## config.mk

```make
export PLATFORM = sky130hd
export DESIGN_NAME = ahb_perf_monitor
export DESIGN_NICKNAME = d
export VERILOG_FILES = /design/src/rtl/perfmon_pkg.sv /design/src/rtl/pm_classify.sv /design/src/rtl/pm_window.sv /design/src/rtl/pm_counter.sv /design/src/rtl/ahb_perf_monitor.sv
export SDC_FILE = /design/constraint.sdc
export NUM_CORES = 1
export LEC_CHECK = 0
export BUFFER_PORTS_ARGS = -buffer_cell sky130_fd_sc_hd__buf_2
export CORE_AREA = 8 8 174 176
export CTS_CLUSTER_DIAMETER = 150
export DETAILED_ROUTE_END_ITERATION = 12
export DIE_AREA = 0 0 182 184
export PLACE_DENSITY_LB_ADDON = 0.12
export SETUP_SLACK_MARGIN = 0.5
export SYNTH_ARGS = -nofsm -noshare
export SYNTH_HDL_FRONTEND = slang
export SYNTH_SLANG_ARGS = --single-unit
```

## constraint.sdc

```tcl
create_clock -name clk -period 6.3 [get_ports clk]
set_input_delay 0.945 -clock clk [delete_from_list [all_inputs] [get_ports clk]]
set_output_delay 0.945 -clock clk [all_outputs]
set_load 0.01 [all_outputs]
```

## src/rtl/perfmon_pkg.sv

```systemverilog
package perfmon_pkg;
    localparam logic [1:0] TR_IDLE   = 2'b00;
    localparam logic [1:0] TR_BUSY   = 2'b01;
    localparam logic [1:0] TR_NONSEQ = 2'b10;
    localparam logic [1:0] TR_SEQ    = 2'b11;

    localparam int NUM_CLASSES = 3;
    localparam int CLS_DATA  = 0;
    localparam int CLS_SBUSY = 1;
    localparam int CLS_MIDLE = 2;

    localparam logic [7:0] OFS_CTRL   = 8'h00;
    localparam logic [7:0] OFS_START  = 8'h04;
    localparam logic [7:0] OFS_END    = 8'h08;
    localparam logic [7:0] OFS_DATA   = 8'h0C;
    localparam logic [7:0] OFS_SBUSY  = 8'h10;
    localparam logic [7:0] OFS_MIDLE  = 8'h14;
    localparam logic [7:0] OFS_STATUS = 8'h18;

    typedef struct packed {
        logic active;
        logic done;
        logic end_armed;
    } win_state_t;
endpackage

```

## src/rtl/pm_classify.sv

```systemverilog
module pm_classify
    import perfmon_pkg::*;
(
    input  logic                   hsel,
    input  logic                   hready,
    input  logic [1:0]             htrans,
    output logic [NUM_CLASSES-1:0] cls
);
    always_comb begin
        cls = '0;
        if (hsel && hready && htrans[1])
            cls[CLS_DATA] = 1'b1;
        else if (hsel && !hready)
            cls[CLS_SBUSY] = 1'b1;
        else if (hready)
            cls[CLS_MIDLE] = 1'b1;
    end
endmodule

```

## src/rtl/pm_window.sv

```systemverilog
module pm_window
    import perfmon_pkg::*;
#(
    parameter int AW = 32
) (
    input  logic          clk,
    input  logic          rst_n,
    input  logic          clr,
    input  logic          enable,
    input  logic          hsel,
    input  logic          hready,
    input  logic [1:0]    htrans,
    input  logic [AW-1:0] haddr,
    input  logic [AW-1:0] start_addr,
    input  logic [AW-1:0] end_addr,
    output logic          count_en,
    output logic          active,
    output logic          done
);
    win_state_t st_d, st_q;
    logic accepted, open_now, live, close_now;

    always_comb begin
        accepted  = hsel && hready && htrans[1];
        open_now  = enable && !st_q.active && !st_q.done && accepted && (haddr == start_addr);
        live      = st_q.active || open_now;
        close_now = enable && st_q.active && st_q.end_armed && hready;
        count_en  = enable && live;

        st_d = st_q;
        if (clr) begin
            st_d = '0;
        end else if (enable) begin
            if (open_now)
                st_d.active = 1'b1;
            if (close_now) begin
                st_d.active    = 1'b0;
                st_d.done      = 1'b1;
                st_d.end_armed = 1'b0;
            end else if (live && accepted && (haddr == end_addr)) begin
                st_d.end_armed = 1'b1;
            end
        end
    end

    always_ff @(posedge clk or negedge rst_n) begin
        if (!rst_n) st_q <= '0;
        else        st_q <= st_d;
    end

    assign active = st_q.active;
    assign done   = st_q.done;

    p_done_excl_r6: assert property (@(posedge clk) disable iff (!rst_n)
        st_q.done |-> !st_q.active);
    p_close_r6: assert property (@(posedge clk) disable iff (!rst_n)
        (enable && st_q.active && st_q.end_armed && hready && !clr) |=> (!st_q.active && st_q.done));
    p_gate_r12: assert property (@(posedge clk) disable iff (!rst_n)
        (!enable && !st_q.active && !clr) |=> !st_q.active);
endmodule

```

## src/rtl/pm_counter.sv

```systemverilog
module pm_counter #(
    parameter int CNT_W = 32
) (
    input  logic             clk,
    input  logic             rst_n,
    input  logic             clr,
    input  logic             inc,
    output logic [CNT_W-1:0] value
);
    localparam logic [CNT_W-1:0] CNT_MAX = '1;
    logic [CNT_W-1:0] cnt_d, cnt_q;

    always_comb begin
        cnt_d = cnt_q;
        if (clr)
            cnt_d = '0;
        else if (inc && cnt_q != CNT_MAX)
            cnt_d = cnt_q + 1'b1;
    end

    always_ff @(posedge clk or negedge rst_n) begin
        if (!rst_n) cnt_q <= '0;
        else        cnt_q <= cnt_d;
    end

    assign value = cnt_q;

    p_no_wrap_r8: assert property (@(posedge clk) disable iff (!rst_n)
        (cnt_q == CNT_MAX && !clr) |=> (cnt_q == CNT_MAX));
    p_hold_r6: assert property (@(posedge clk) disable iff (!rst_n)
        (!inc && !clr) |=> $stable(cnt_q));
    p_clear_r7: assert property (@(posedge clk) disable iff (!rst_n)
        clr |=> (cnt_q == '0));
endmodule

```

## src/rtl/ahb_perf_monitor.sv

```systemverilog
module ahb_perf_monitor
    import perfmon_pkg::*;
#(
    parameter int AW    = 32,
    parameter int PAW   = 8,
    parameter int CNT_W = 32
) (
    input  logic           clk,
    input  logic           rst_n,
    input  logic           hsel,
    input  logic           hready,
    input  logic [1:0]     htrans,
    input  logic [AW-1:0]  haddr,
    input  logic           psel,
    input  logic           penable,
    input  logic           pwrite,
    input  logic [PAW-1:0] paddr,
    input  logic [31:0]    pwdata,
    output logic [31:0]    prdata,
    output logic           pready,
    output logic           pslverr
);
    localparam int SUM_W = CNT_W + 2;

    typedef struct packed {
        logic          en;
        logic [AW-1:0] start_addr;
        logic [AW-1:0] end_addr;
    } regs_t;

    regs_t regs_d, regs_q;
    logic wr_en, clr;
    logic [7:0] ofs;
    logic [NUM_CLASSES-1:0] cls;
    logic count_en, win_active, win_done;
    logic [CNT_W-1:0] cnt [NUM_CLASSES];

    assign ofs   = 8'(paddr);
    assign wr_en = psel && penable && pwrite;

    always_comb begin
        regs_d = regs_q;
        clr    = 1'b0;
        if (wr_en) begin
            case (ofs)
                OFS_CTRL: begin
                    regs_d.en = pwdata[0];
                    clr = pwdata[1] || (pwdata[0] && !regs_q.en);
                end
                OFS_START: regs_d.start_addr = AW'(pwdata);
                OFS_END:   regs_d.end_addr   = AW'(pwdata);
                default: ;
            endcase
        end
    end

    always_ff @(posedge clk or negedge rst_n) begin
        if (!rst_n) regs_q <= '0;
        else        regs_q <= regs_d;
    end

    pm_classify u_classify (
        .hsel   (hsel),
        .hready (hready),
        .htrans (htrans),
        .cls    (cls)
    );

    pm_window #(.AW(AW)) u_window (
        .clk        (clk),
        .rst_n      (rst_n),
        .clr        (clr),
        .enable     (regs_q.en),
        .hsel       (hsel),
        .hready     (hready),
        .htrans     (htrans),
        .haddr      (haddr),
        .start_addr (regs_q.start_addr),
        .end_addr   (regs_q.end_addr),
        .count_en   (count_en),
        .active     (win_active),
        .done       (win_done)
    );

    for (genvar i = 0; i < NUM_CLASSES; i++) begin : g_cnt
        pm_counter #(.CNT_W(CNT_W)) u_cnt (
            .clk   (clk),
            .rst_n (rst_n),
            .clr   (clr),
            .inc   (count_en && cls[i]),
            .value (cnt[i])
        );
    end

    always_comb begin
        prdata = '0;
        if (psel) begin
            case (ofs)
                OFS_CTRL:   prdata = {31'd0, regs_q.en};
                OFS_START:  prdata = 32'(regs_q.start_addr);
                OFS_END:    prdata = 32'(regs_q.end_addr);
                OFS_DATA:   prdata = 32'(cnt[CLS_DATA]);
                OFS_SBUSY:  prdata = 32'(cnt[CLS_SBUSY]);
                OFS_MIDLE:  prdata = 32'(cnt[CLS_MIDLE]);
                OFS_STATUS: prdata = {30'd0, win_done, win_active};
                default:    prdata = '0;
            endcase
        end
    end

    assign pready  = 1'b1;
    assign pslverr = 1'b0;

    logic [SUM_W-1:0] cnt_sum;
    logic any_sat;
    assign cnt_sum = SUM_W'(cnt[0]) + SUM_W'(cnt[1]) + SUM_W'(cnt[2]);
    assign any_sat = (&cnt[0]) || (&cnt[1]) || (&cnt[2]);

    p_sum_step_r11: assert property (@(posedge clk) disable iff (!rst_n)
        (count_en && (|cls) && !clr && !any_sat) |=> (cnt_sum == $past(cnt_sum) + 1'b1));
    p_idle_none_r4: assert property (@(posedge clk) disable iff (!rst_n)
        (!hsel && !hready && !clr) |=> (cnt_sum == $past(cnt_sum)));
    p_data_class_r1: assert property (@(posedge clk) disable iff (!rst_n)
        (hsel && hready && htrans[1]) |-> (cls == 3'b001));
    p_sbusy_class_r2: assert property (@(posedge clk) disable iff (!rst_n)
        (hsel && !hready) |-> (cls == 3'b010));
    p_midle_class_r3: assert property (@(posedge clk) disable iff (!rst_n)
        (hready && (!hsel || !htrans[1])) |-> (cls == 3'b100));
endmodule

```

==> Yosys cells after proc, flatten, opt, wreduce, memory -nomap -nowiden <==
Index checks and enable logic that the tools add are counted.
{ "totals": {"elab_cells": 86, "ff_bits": 164, "output_inout_bits": 34, "input_bits": 81} }
{ "classes": {"eq_ne": 11, "muxes": 21, "add_sub_neg": 3, "reduce_logical": 42} }
{ "ops": {"columns": ["operator", "count"], "rows": [
  ["$mux 32", 7],
  ["$pmux 32 s7", 1],
  ["$add 32x1->32 const B", 3],
  ["$ne 32x32->1 const B", 3],
  ["$eq 32x32->1", 2],
  ["$eq 8x5->1 const B", 3],
  ["$logic_and 1x1->1", 22],
  ["$eq 8x4->1 const B", 2],
  ["$reduce_and 2->1", 6],
  ["$reduce_bool 2->1", 5],
  ["$mux 1", 9],
  ["$eq 8x3->1 const B", 1],
  ["$logic_not 8->1", 1],
  ["$mux 3", 2],
  ["$reduce_bool 3->1", 2],
  ["$logic_not 1->1", 4],
  ["$mux 2", 2],
  ["$logic_or 1x1->1", 2]
]} }

==> Depth between registers and ports, before layout <==
{ "logic_depth": {"depth_word": 12, "ltp_mapped": 10, "depth_no_buf": 8} }

==> By module <==
Synthesis repeated with hierarchy kept, for this count alone.
{ "hier_totals": {"hier_cells": 1068, "area_unflattened_um2": 10717.8} }
{ "by_module_without_submodules": {"columns": ["module", "instances", "cells_per_inst", "area_each_um2", "seq_area_each_um2"], "rows": [
  ["pm_counter", 3, 198, 1854.3, 800.8],
  ["ahb_perf_monitor", 1, 355, 4174.0, 1626.6],
  ["pm_window", 1, 116, 953.4, 75.1],
  ["pm_classify", 1, 3, 27.5, 0.0]
]} }

==> Worst setup path after synthesis <==
Ideal clock, no wire load.
{ "synth_timing": {"path_kind": "input-to-output", "from": "input port paddr[0]", "to": "output port prdata[22]", "setup_slack_ns": 2.552, "n_path_buf": 2, "required_ns": 5.355, "cell_stages": 8, "arrival_ns": 2.803, "cell_sequence": "or4_1 > or2_1 > or3_1 > clkbuf_1 > clkbuf_1 > nor2_1 > a221oi_1 > a21oi_1"} }
{ "synth_between": {"elab_chain_len": 3, "word_cells_on_any_way": 9, "classes_between": "eq/ne (6); mux (2); reduce/logical (1)"} }
{ "synth_lines": {"columns": ["element", "line", "rtl"], "rows": [
  ["from (decl)", "ahb_perf_monitor.sv:17", "input logic [PAW-1:0] paddr,"],
  ["$eq 8x5->1 (tied with other cells)", "ahb_perf_monitor.sv:98", "case (ofs)"],
  ["$pmux 32 s7 *", "ahb_perf_monitor.sv:98", null],
  ["$mux 32 *", "ahb_perf_monitor.sv:97", "if (psel) begin"],
  ["to (decl)", "ahb_perf_monitor.sv:19", "output logic [31:0] prdata,"]
]} }
Mark *: on every way between the ends. The rest lies on a longest branch, timed or not.

==> Final worst setup path <==
{ "layout_timing": {"from": "input port paddr[0]", "to": "output port prdata[1]"} }
Same word-level chain as after synthesis.

==> impl_metrics.py <==
metrics = {
    "clock_network": {
        "path_clk_slew_ns": 0.07,
        "cts_max_path_buffers": 2,
        "cts_buffers": 17,
        "root_buffer": "clkbuf_16",
        "post_cts.repair.setup_buffers": 0,
        "cts_hold_buf": 0,
        "cts_resized": 0,
        "cts_tree": "built",
        "clk_latency_ns": 0.43,
        "h-tree-depth": 4,
        "clkSinkCount": 164,
    },
    "sta": {
        "finalSetupTns_ns": 0,
        "fin_crit_sh_pct": 71.5,
        "whs_ns": 0.404,
        "slew_violations": 0,
        "worst_slew_pin_slew_ns": 1.20,
        "slew_headroom_pct": 19.9,
        "hold_viol_final": 0,
        "finalSetupViolCount": 0,
        "fin_worst_skew_ns": 0.0129,
        "max_freq_ghz": 0.222,
        "min_period_ns": 4.51,
        "rsz0062_at_grt": "false",
    },
    "placed_design": {
        "place.gp.congestion": 0.879,
        "dp_hpwl_mm": 23.3,
        "port_buffers": 111,
        "placed_area_um2": 10400,
        "placed_cells": 1401,
    },
    "critical_path": {
        "cp_max_fo": 32,
        "arrival_ns": 3.56,
        "startpoint_type": "primary input",
        "r2r_setup_slack_ns": 3.24,
        "path_class": "primary input to primary output",
        "regToRegEndpoint": "g_cnt[0].u_cnt.value[16]",
        "worstPathRequired_ns": 5.35,
        "r2r_cells": 8,
        "regToRegStartpoint": "regs_q[47]",
        "setup.worst_path.end_class": "primary output",
    },
    "finish": {
        "fill_cells": 2776,
        "final_cells": 1432,
        "num_antenna_cells": 0,
        "fin_nets": 1158,
        "areaGrowthSynthToFinish_pct": 16.0,
        "utilization_pct": 40.2,
        "drive_gt1_share_pct": 21.6,
        "post-route-cell-area_um2": 11000,
    },
    "floorplan": {
        "io_pins": 115,
        "fp-row-count": 61,
        "core_um2": 27500,
        "die_h_um": 184,
        "fp.dieW_um": 182,
        "die-area_um2": 33500,
        "start_util_pct": 34.7,
    },
    "power_and_ir_drop": {
        "p_leak_uw": 0.00471,
        "power.share.combinational_pct": 5.3,
        "power.density_nw_per_um2": 215,
        "power.internal_uw": 1830,
        "power_switching_uw": 540,
        "sw_frac_of_total_pct": 22.7,
        "power_frac_seq_pct": 45.0,
        "peakVddDrop_mv": 0.148,
        "power.share.clock_pct": 49.8,
    },
    "synth": {
        "synthFlopType": "dfrtp_1",
        "synth-seq-area-share_pct": 43.1,
        "synth.distinct_cells": 52,
        "synth_area_per_cell_um2": 9.62,
        "ys_warn_count": 0,
        "synth-seq-cells": 164,
        "synthesis.nets": 1074,
        "netlist_area_um2": 9530,
        "async_flop_share_pct": 100,
        "synth-edff-count": 0,
        "synthCells": 990,
    },
    "global_routing": {
        "grt_overflow": 0,
        "grt_max_degree": 73,
        "antenna_found_initial": 0,
        "grt_pass1_vias": 7819,
        "grt_first_pass_wirelength_mm": 47.9,
        "track_usage_pct": 18.8,
    },
    "drt": {
        "dr.pass1.iters": 7,
        "drt_iter0_drc": 611,
        "drtAntennaViolNets": 0,
        "vias_per_cell": 5.37,
        "vias": 7694,
        "routed_wl_mm": 31.1,
        "drc_errors": 0,
        "routedWlPerCell_um": 21.7,
    },
    "run": {
        "drv_cap": 0,
    },
    "min_path": {
        "hold_path_class": "primary input to async pin",
    },
    "run_status": {
        "outcome": "completed",
    },
}
==> worst max path at each step <==
| stage | startpoint | slack, ns | depth (start not counted) | to |
|---|---|---|---|---|
| 6_report | paddr[0] | 1.79 | 8 | prdata[1] |
| 5_1_grt | paddr[0] | 1.65 | 8 | prdata[24] |
| 4_1_cts | paddr[0] | 1.81 | 8 | prdata[1] |
| 3_5_place_dp | paddr[0] | 1.83 | 8 | prdata[14] |
| 3_3_place_gp | paddr[0] | 1.86 | 8 | prdata[26] |
| 2_1_floorplan | paddr[0] | 2.55 | 8 | prdata[22] |
==> Yosys cell counts (all sizes together) (11+ instances only) <==
cell type / count / share of area [%]
nand3: 35 / 1.8
mux2: 66 / 7.8
or3: 14 / 0.92
and3: 14 / 0.97
and4: 11 / 1.0
nor2: 124 / 4.9
nor4: 26 / 1.7
xor2: 38 / 3.5
a21oi: 53 / 2.8
clkbuf: 41 / 1.6
nor3: 26 / 1.5
nand4: 34 / 2.2
xnor2: 99 / 9.1
dfrtp: 164 / 43
a221oi: 30 / 2.8
buf: 17 / 1.3
nand2: 81 / 3.2
o21ai: 14 / 0.74
mux2i: 34 / 3.6
==> registers in the layout, indices dropped and copies added, names as in the netlist <==
register	cells
u_window.st_q	1
u_window.done	1
regs_q	65
u_window.active	1
g_cnt.u_cnt.value	96
==> power groups by stage <==
stage                     Combinational [µW]  Clock (µW)  Sequential, µW
after floorplan                         46.8           0            1080
after global placement                   127           0            1090
after detailed placement                 128           0            1090
after CTS                                128        1210            1070
after global routing                     136        1250            1070
final                                    125        1180            1070
==> layout by cell type (no fill, tap or decap), types with 7 or more instances in the layout <==
cell and count:
nand4_1 34, mux2i_1 34, nor4_1 26, or3_1 14
and3_1 13, dfrtp_1 164, inv_1 10, nand3_1 35
mux2_2 65, buf_4 11, nor2_1 122, xnor2_1 99
nand2_1 81, nor4b_1 7, a21oi_1 53, a221oi_1 30
xor2_1 38, o21ai_0 13, nor3_1 24, or4_1 7
buf_2 110, clkbuf_16 17, and4_1 10
==> per-layer routing <==
metal | wire length, µm | vias up | track usage [%]
met5 | 0 | - | 0
met3 | 1350 | 28 | 2.94
met2 | 14100 | 191 | 29.4
met4 | 633 | 0 | 5.51
li1 | - | 3695 | -
met1 | 15000 | 3780 | 26.5
==> cell families after synthesis <==
kind of cell | share of synthesized area, %
flip-flops | 43.1
AND/OR/NAND/NOR | 21.4
XOR/XNOR | 12.6
AO/OA/AOI/OAI | 7.55
other | 0.0788
adder cells (fa/ha/maj) | 0.394
buffers and inverters | 3.31
multiplexers | 11.6
==> worst max-delay path: stages <==
cell	delay [ns]
buf_2	0.09
or4_1	0.54
or2_1	0.33
or3_1	0.83
nor2_1	0.25
a21oi_1	0.09
a21oi_1	0.28
buf_2	0.19
==> final cells by class <==
class                   instances  area [µm²]  area share (%)
clock inverters                11         198            1.79
clock buffers                  20         457            4.13
flip-flops and latches        164        4100            37.1
inverters                      10        37.5           0.340
multi-input cells             758        5160            46.7
well taps                     346         433            3.92
repair buffers                123         664            6.01
==> per-stage QoR <==
step                worst slack, ns  total power, µW
floorplan                      2.55             1130
detailed placement             1.83             1210
global placement               1.86             1210
CTS                            1.81             2400
finish                         1.79             2370
global route                   1.65             2450
Note: power is estimated with default switching activity, not from simulation.
